<file path="config.mk">
export PLATFORM = sky130hd
export DESIGN_NAME = serial_afe_ctl
export DESIGN_NICKNAME = d
export VERILOG_FILES = /design/src/rtl/afe_ctl_pkg.sv /design/src/rtl/frame_shifter.sv /design/src/rtl/control_latch.sv /design/src/rtl/route_decoder.sv /design/src/rtl/serial_afe_ctl.sv
export SDC_FILE = /design/constraint.sdc
export NUM_CORES = 1
export LEC_CHECK = 0
export ABC_AREA = 1
export BUFFER_PORTS_ARGS = -buffer_cell sky130_fd_sc_hd__clkbuf_2
export CAP_MARGIN = 20
export CORE_AREA = 2 2 117 119
export CTS_BUF_LIST = sky130_fd_sc_hd__clkbuf_8
export CTS_CLUSTER_DIAMETER = 60
export DETAILED_ROUTE_END_ITERATION = 7
export DIE_AREA = 0 0 119 121
export GPL_TIMING_DRIVEN = 1
export PLACE_DENSITY = 0.61
export SYNTH_ARGS = -nofsm -noshare
export SYNTH_HDL_FRONTEND = slang
export SYNTH_HIERARCHICAL = 1
export SYNTH_SLANG_ARGS = --single-unit
</file>
<file path="constraint.sdc">
create_clock -name sclk -period 1.3 [get_ports sclk]
set_input_delay 0.195 -clock sclk [delete_from_list [all_inputs] [get_ports sclk]]
set_output_delay 0.195 -clock sclk [all_outputs]
set_load 0.005 [all_outputs]
</file>
<file path="src/rtl/afe_ctl_pkg.sv">
package afe_ctl_pkg;
  // Control byte field positions inside the received frame.
  localparam int CTRL_W     = 8;
  localparam int BIT_START  = 0;
  localparam int BIT_WRITE  = 1;
  localparam int BIT_PWROFF = 2;
  localparam int BIT_ATT_LO = 3;
  localparam int BIT_MODE   = 5;
  localparam int BIT_GN_LO  = 6;
  localparam int FLD2_W     = 2;

  typedef struct packed {
    logic [FLD2_W-1:0] gain;
    logic              tgc;
    logic [FLD2_W-1:0] att;
    logic              pwr_off;
  } ctrl_t;
endpackage

</file>
<file path="src/rtl/frame_shifter.sv">
module frame_shifter #(
  parameter int FRAME_W = 40
) (
  input  logic               clk,
  input  logic               rst_n,
  input  logic               cs_n,
  input  logic               din,
  output logic [FRAME_W-1:0] frame_nxt,
  output logic               frame_done,
  output logic               dout
);
  localparam int CNT_W = $clog2(FRAME_W + 1);
  localparam logic [CNT_W-1:0] LAST_IDX = CNT_W'(FRAME_W - 1);

  logic [FRAME_W-1:0] chain_q;
  logic [CNT_W-1:0]   cnt_q;
  logic               busy_q;
  logic               take_start;
  logic               dout_q;

  // Newest bit enters at the top, oldest bit leaves at bit 0.
  always_comb begin
    frame_nxt  = {din, chain_q[FRAME_W-1:1]};
    take_start = !cs_n && !busy_q && din;
    frame_done = !cs_n && busy_q && (cnt_q == LAST_IDX);
  end

  always_ff @(posedge clk or negedge rst_n) begin
    if (!rst_n) begin
      chain_q <= '0;
      cnt_q   <= '0;
      busy_q  <= 1'b0;
    end else if (cs_n) begin
      cnt_q  <= '0;
      busy_q <= 1'b0;
    end else begin
      chain_q <= frame_nxt;
      if (take_start) begin
        busy_q <= 1'b1;
        cnt_q  <= CNT_W'(1);
      end else if (frame_done) begin
        busy_q <= 1'b0;
        cnt_q  <= '0;
      end else if (busy_q) begin
        cnt_q <= cnt_q + 1'b1;
      end
    end
  end

  always_ff @(negedge clk or negedge rst_n) begin
    if (!rst_n) dout_q <= 1'b0;
    else        dout_q <= chain_q[0];
  end

  assign dout = dout_q;

  a_r8_deselect_closes: assert property (@(posedge clk) disable iff (!rst_n)
    cs_n |=> !busy_q);
  a_r2_zero_ignored: assert property (@(posedge clk) disable iff (!rst_n)
    (!cs_n && !busy_q && !din) |=> !busy_q);
  a_r9_done_reopens: assert property (@(posedge clk) disable iff (!rst_n)
    frame_done |=> (!busy_q && cnt_q == '0));
  a_r7_out_tracks_chain: assert property (@(posedge clk) disable iff (!rst_n)
    dout_q == chain_q[0]);
endmodule

</file>
<file path="src/rtl/control_latch.sv">
module control_latch
  import afe_ctl_pkg::*;
#(
  parameter int NUM_CH = 8,
  parameter int CODE_W = 4
) (
  input  logic                     clk,
  input  logic                     rst_n,
  input  logic                     frame_done,
  input  logic [CTRL_W+NUM_CH*CODE_W-1:0] frame,
  output ctrl_t                    ctrl,
  output logic [NUM_CH*CODE_W-1:0] codes
);
  localparam int ROUTE_W = NUM_CH * CODE_W;

  ctrl_t              ctrl_q;
  logic [ROUTE_W-1:0] codes_q;
  logic               accept;

  assign accept = frame_done && frame[BIT_START];

  always_ff @(posedge clk or negedge rst_n) begin
    if (!rst_n) begin
      ctrl_q  <= '{gain: '0, tgc: 1'b0, att: '0, pwr_off: 1'b1};
      codes_q <= '1;
    end else if (accept) begin
      ctrl_q.pwr_off <= frame[BIT_PWROFF];
      ctrl_q.att     <= frame[BIT_ATT_LO +: FLD2_W];
      ctrl_q.tgc     <= frame[BIT_MODE];
      ctrl_q.gain    <= frame[BIT_GN_LO +: FLD2_W];
      if (frame[BIT_WRITE]) codes_q <= frame[CTRL_W +: ROUTE_W];
    end
  end

  assign ctrl  = ctrl_q;
  assign codes = codes_q;

  a_r6_read_keeps_routes: assert property (@(posedge clk) disable iff (!rst_n)
    (frame_done && !frame[BIT_WRITE]) |=> $stable(codes_q));
  a_r3_ctrl_loaded: assert property (@(posedge clk) disable iff (!rst_n)
    accept |=> (ctrl_q.pwr_off == $past(frame[BIT_PWROFF]) &&
                ctrl_q.tgc == $past(frame[BIT_MODE])));
  a_r8_idle_holds: assert property (@(posedge clk) disable iff (!rst_n)
    !frame_done |=> ($stable(codes_q) && $stable(ctrl_q)));
endmodule

</file>
<file path="src/rtl/route_decoder.sv">
module route_decoder #(
  parameter int NUM_CH  = 8,
  parameter int NUM_OUT = 10,
  parameter int CODE_W  = 4
) (
  input  logic [NUM_CH*CODE_W-1:0]  codes,
  input  logic                      gate_off,
  output logic [NUM_CH*NUM_OUT-1:0] sw_en
);
  for (genvar c = 0; c < NUM_CH; c++) begin : g_row
    logic [CODE_W-1:0] code;
    assign code = codes[c*CODE_W +: CODE_W];
    for (genvar k = 0; k < NUM_OUT; k++) begin : g_col
      assign sw_en[c*NUM_OUT + k] = !gate_off && (code == CODE_W'(k));
    end
  end
endmodule

</file>
<file path="src/rtl/serial_afe_ctl.sv">
module serial_afe_ctl
  import afe_ctl_pkg::*;
#(
  parameter int NUM_CH  = 8,
  parameter int NUM_OUT = 10,
  parameter int CODE_W  = 4
) (
  input  logic                      sclk,
  input  logic                      rst_n,
  input  logic                      cs_n,
  input  logic                      sdi,
  output logic                      sdo,
  output logic                      pwr_off,
  output logic                      tgc_mode,
  output logic [1:0]                atten_sel,
  output logic [1:0]                pga_gain,
  output logic [NUM_CH*NUM_OUT-1:0] sw_en
);
  localparam int FRAME_W = CTRL_W + NUM_CH * CODE_W;

  logic [FRAME_W-1:0]       frame_nxt;
  logic                     frame_done;
  ctrl_t                    ctrl;
  logic [NUM_CH*CODE_W-1:0] codes;

  frame_shifter #(.FRAME_W(FRAME_W)) u_shift (
    .clk(sclk), .rst_n(rst_n), .cs_n(cs_n), .din(sdi),
    .frame_nxt(frame_nxt), .frame_done(frame_done), .dout(sdo)
  );

  control_latch #(.NUM_CH(NUM_CH), .CODE_W(CODE_W)) u_latch (
    .clk(sclk), .rst_n(rst_n), .frame_done(frame_done),
    .frame(frame_nxt), .ctrl(ctrl), .codes(codes)
  );

  route_decoder #(.NUM_CH(NUM_CH), .NUM_OUT(NUM_OUT), .CODE_W(CODE_W)) u_dec (
    .codes(codes), .gate_off(ctrl.pwr_off || ctrl.tgc), .sw_en(sw_en)
  );

  assign pwr_off   = ctrl.pwr_off;
  assign tgc_mode  = ctrl.tgc;
  assign atten_sel = ctrl.att;
  assign pga_gain  = ctrl.gain;

  a_r10_gated: assert property (@(posedge sclk) disable iff (!rst_n)
    (pwr_off || tgc_mode) |-> (sw_en == '0));

  for (genvar c = 0; c < NUM_CH; c++) begin : g_row_chk
    a_r5_row_onehot: assert property (@(posedge sclk) disable iff (!rst_n)
      $onehot0(sw_en[c*NUM_OUT +: NUM_OUT]));
  end
endmodule

</file>
==> flow_summary.ini <==
[status]
outcome = complete, but fails checks
violations = negative setup slack

[clock_tree]
clock_latency_ns = 0.36
clkSinkCount = 86
path_clk_slew_ns = 0.08
htreeDepth = 3
cts.path.max_buffers = 2
cts_buffers = 9
cts_tree = done
root_buffer = clkbuf_8

[worst_setup_path]
critPathTopFamily = simple AND/OR/NAND/NOR gates
crit_path_max_incr_delay_ns = 0.39
r2r_setup_slack_ns = -0.29
critPathKind = flip-flop to primary output
crit_chain = inv_2 > nand2_4 > buf_8 > nor2_4 > nand2_4 > nor2_1 > buf_2
cp_max_fo = 5
cp.required_ns = 1.11
crit_top_cell = nand2_4
slowest_stage = dfrtp_1
worstPathArrival_ns = 1.52
path_buf_inv = 3
worst_setup_path_start_kind = flip-flop
endpoint_kind = primary output

[drt]
drtIter0Drc = 206
drt-total-wl_mm = 11.2
vias = 4009
drc = 0
dr.pass1.iters = 4
viasPerCell = 4.65
avgRoutedWirePerCell_um = 13.0
ant_nets = 0

[yosys]
synth_most_common_cell = nand2_1
avgSynthCellArea_um2 = 7.55
syn_nets = 607
synth_seq_cells = 86
synth_ff_type = dfrtp_1
synth_top_cell_area_share = 0.286
synth_top_cell_by_area = dfrtp_1
syn-instance-count = 602
synth_area_um2 = 4550
async_flop_share = 1.00
synth_edf_count = 0
yosysUniqueCellTypes = 23
synth_top_cells_by_count = nand2_1, nor2_1, inv_1
yosysSeqAreaShare = 0.483
yosys_warnings = 6
synthTopCellsByArea = dfrtp_1, dfstp_2, nand2_1

[layout]
nets = 687
syn2layout_area_growth_pct = 37.2
post_route_cells_drive_above_1_share = 0.492
num_antenna_cells = 0

[sta]
hold_violations = 0
worst_clock_skew_ns = 0.0182
max_slew_margin = 0.751
hold_slack_ns = 0.167
rsz0062_at_grt = yes
setup_slack_ns = -0.416
clock.fmax_ghz = 0.583
fin_setup_tns_ns = -39.19
period_minus_slack_ns = 1.72
worst_pin_slew_ns = 0.373
setup_viol = 120
drv_slew = 0
post-route-period-util = 1.32

[place]
gp_congestion = 0.795
io_buffers = 90
place_hpwl_mm = 6.78

[grt]
grt_overflow = 0
grt_pass1_wl_mm = 18.3
grt_pass1_vias = 3712
antenna_found_initial = 0
grt_max_degree = 63
grtUsageTotal = 0.159

[floorplan]
fp.dieW_um = 119
ioPinCount = 91
die_area_um2 = 14400
die_h_um = 121
core.rowCount = 42
coreArea_um2 = 13100
start_util = 0.347

[run]
drv_cap = 0

[hold_path]
hp-class = input pin to flip-flop

[power]
peakVddDrop_mv = 0.382
p_leak_nw = 2.86
p_per_area_nw_per_um2 = 877
## metal layers
layer	share of wire	up-vias	GRT usage	wire, µm
met2	0.50	98	0.254	5600
met5	0	-	0	0
met1	0.44	1885	0.212	5000
met3	0.036	16	0.0258	405
met4	0.021	0	0.0722	235
li1	-	2010	-	-
## kinds of logic (layout without fill, tap and decap cells)
family                   after synthesis  count (layout)  share of synthesized area
AO/OA/AOI/OAI                         46              46                     0.0506
buffers and inverters                128             213                      0.149
adder cells (fa/ha/maj)                1               1                    0.00275
AND/OR/NAND/NOR                      340             340                      0.313
flip-flops                            86              86                      0.483
XOR/XNOR                               1               1                    0.00193
## area by class of cell
type	instances	area, µm²
Fill cell	1227	6850
Multi-Input combinational cell	388	2350
Sequential cell	86	2190
Timing Repair Buffer	133	1010
Inverter	63	253
Tap cell	176	220
Clock buffer	14	193
Clock inverter	2	12.5
Timing Repair inverter	1	8.76
## flip-flops by register name (all words and copies together), names as in the netlist
signal	flops
u_shift/dout	1
u_shift/chain_q	40
u_latch/ctrl	6
u_shift/busy_q	1
u_latch/codes	32
u_shift/cnt_q	6
## worst min-delay path, delay by kind of cell
kind	cells	cell delay, ns
buffers and inverters	1	0.14
AND/OR/NAND/NOR	2	0.19
## cell usage in the layout, fill, tap and decap left out, types with 2 or more instances in the layout
| master | instances |
|---|---|
| clkbuf_8 | 14 |
| nand4_1 | 33 |
| inv_1 | 57 |
| nor2_2 | 43 |
| nand2_4 | 34 |
| a21oi_2 | 2 |
| buf_12 | 6 |
| buf_16 | 5 |
| buf_4 | 18 |
| nand2_2 | 40 |
| buf_6 | 13 |
| nand2_1 | 105 |
| dfrtp_1 | 52 |
| nand3_2 | 12 |
| nand3_4 | 5 |
| a21oi_1 | 2 |
| dfstp_2 | 33 |
| nor2_1 | 49 |
| clkbuf_2 | 68 |
| nor2_4 | 10 |
| inv_2 | 5 |
| buf_2 | 21 |
| o21ai_0 | 41 |
| nand3_1 | 6 |
## path summary, 6_finish.rpt
check | from | endpoint | cells past startpoint
setup / recovery | u_latch/ctrl[3] | sw_en[35] | 7
hold / removal | sdi | u_latch/codes[31] | 3
setup reg to reg | u_shift/cnt_q[1] | u_latch/codes[25] | 10
hold reg to reg | u_latch/codes[27] | u_latch/codes[27] | 2
max in group asynchronous | rst_n | u_shift/dout | 2
min in group asynchronous | rst_n | u_shift/chain_q[4] | 3
## power breakdown
part	switching [mW]	total, mW	internal (mW)	leakage, nW
combinational	0.367	0.544	0.177	1.72
clock	0.920	1.87	0.953	0.105
sequential	0.164	3.05	2.89	1.04
## stage by stage
stage | instances | instance area, µm² | worst slack (ns) | power (mW) | util
final | 863 | 6240 | -0.416 | 5.47 | 0.477
after global routing | 863 | 6240 | -0.497 | 5.72 | 0.477
after CTS | 868 | 5790 | -0.446 | 5.51 | 0.443
after detailed placement | 825 | 5000 | -0.165 | 3.60 | 0.382
after global placement | 825 | 5000 | -0.121 | 3.58 | 0.382
after floorplan | 602 | 4570 | -0.0768 | 3.62 | -
## timing repair
| action | 4_1_cts | 5_1_grt |
|---|---|---|
| gates cloned | 8 | 0 |
| resized for setup | 76 | 170 |
| pin swaps | 44 | 44 |
| hold endpoints to repair | 52 | 0 |
| hold buffers | 1 | 0 |
| endpoints found under the setup margin | 120 | 126 |
| buffers inserted | 19 | 1 |
(Power assumes the default switching activity.)
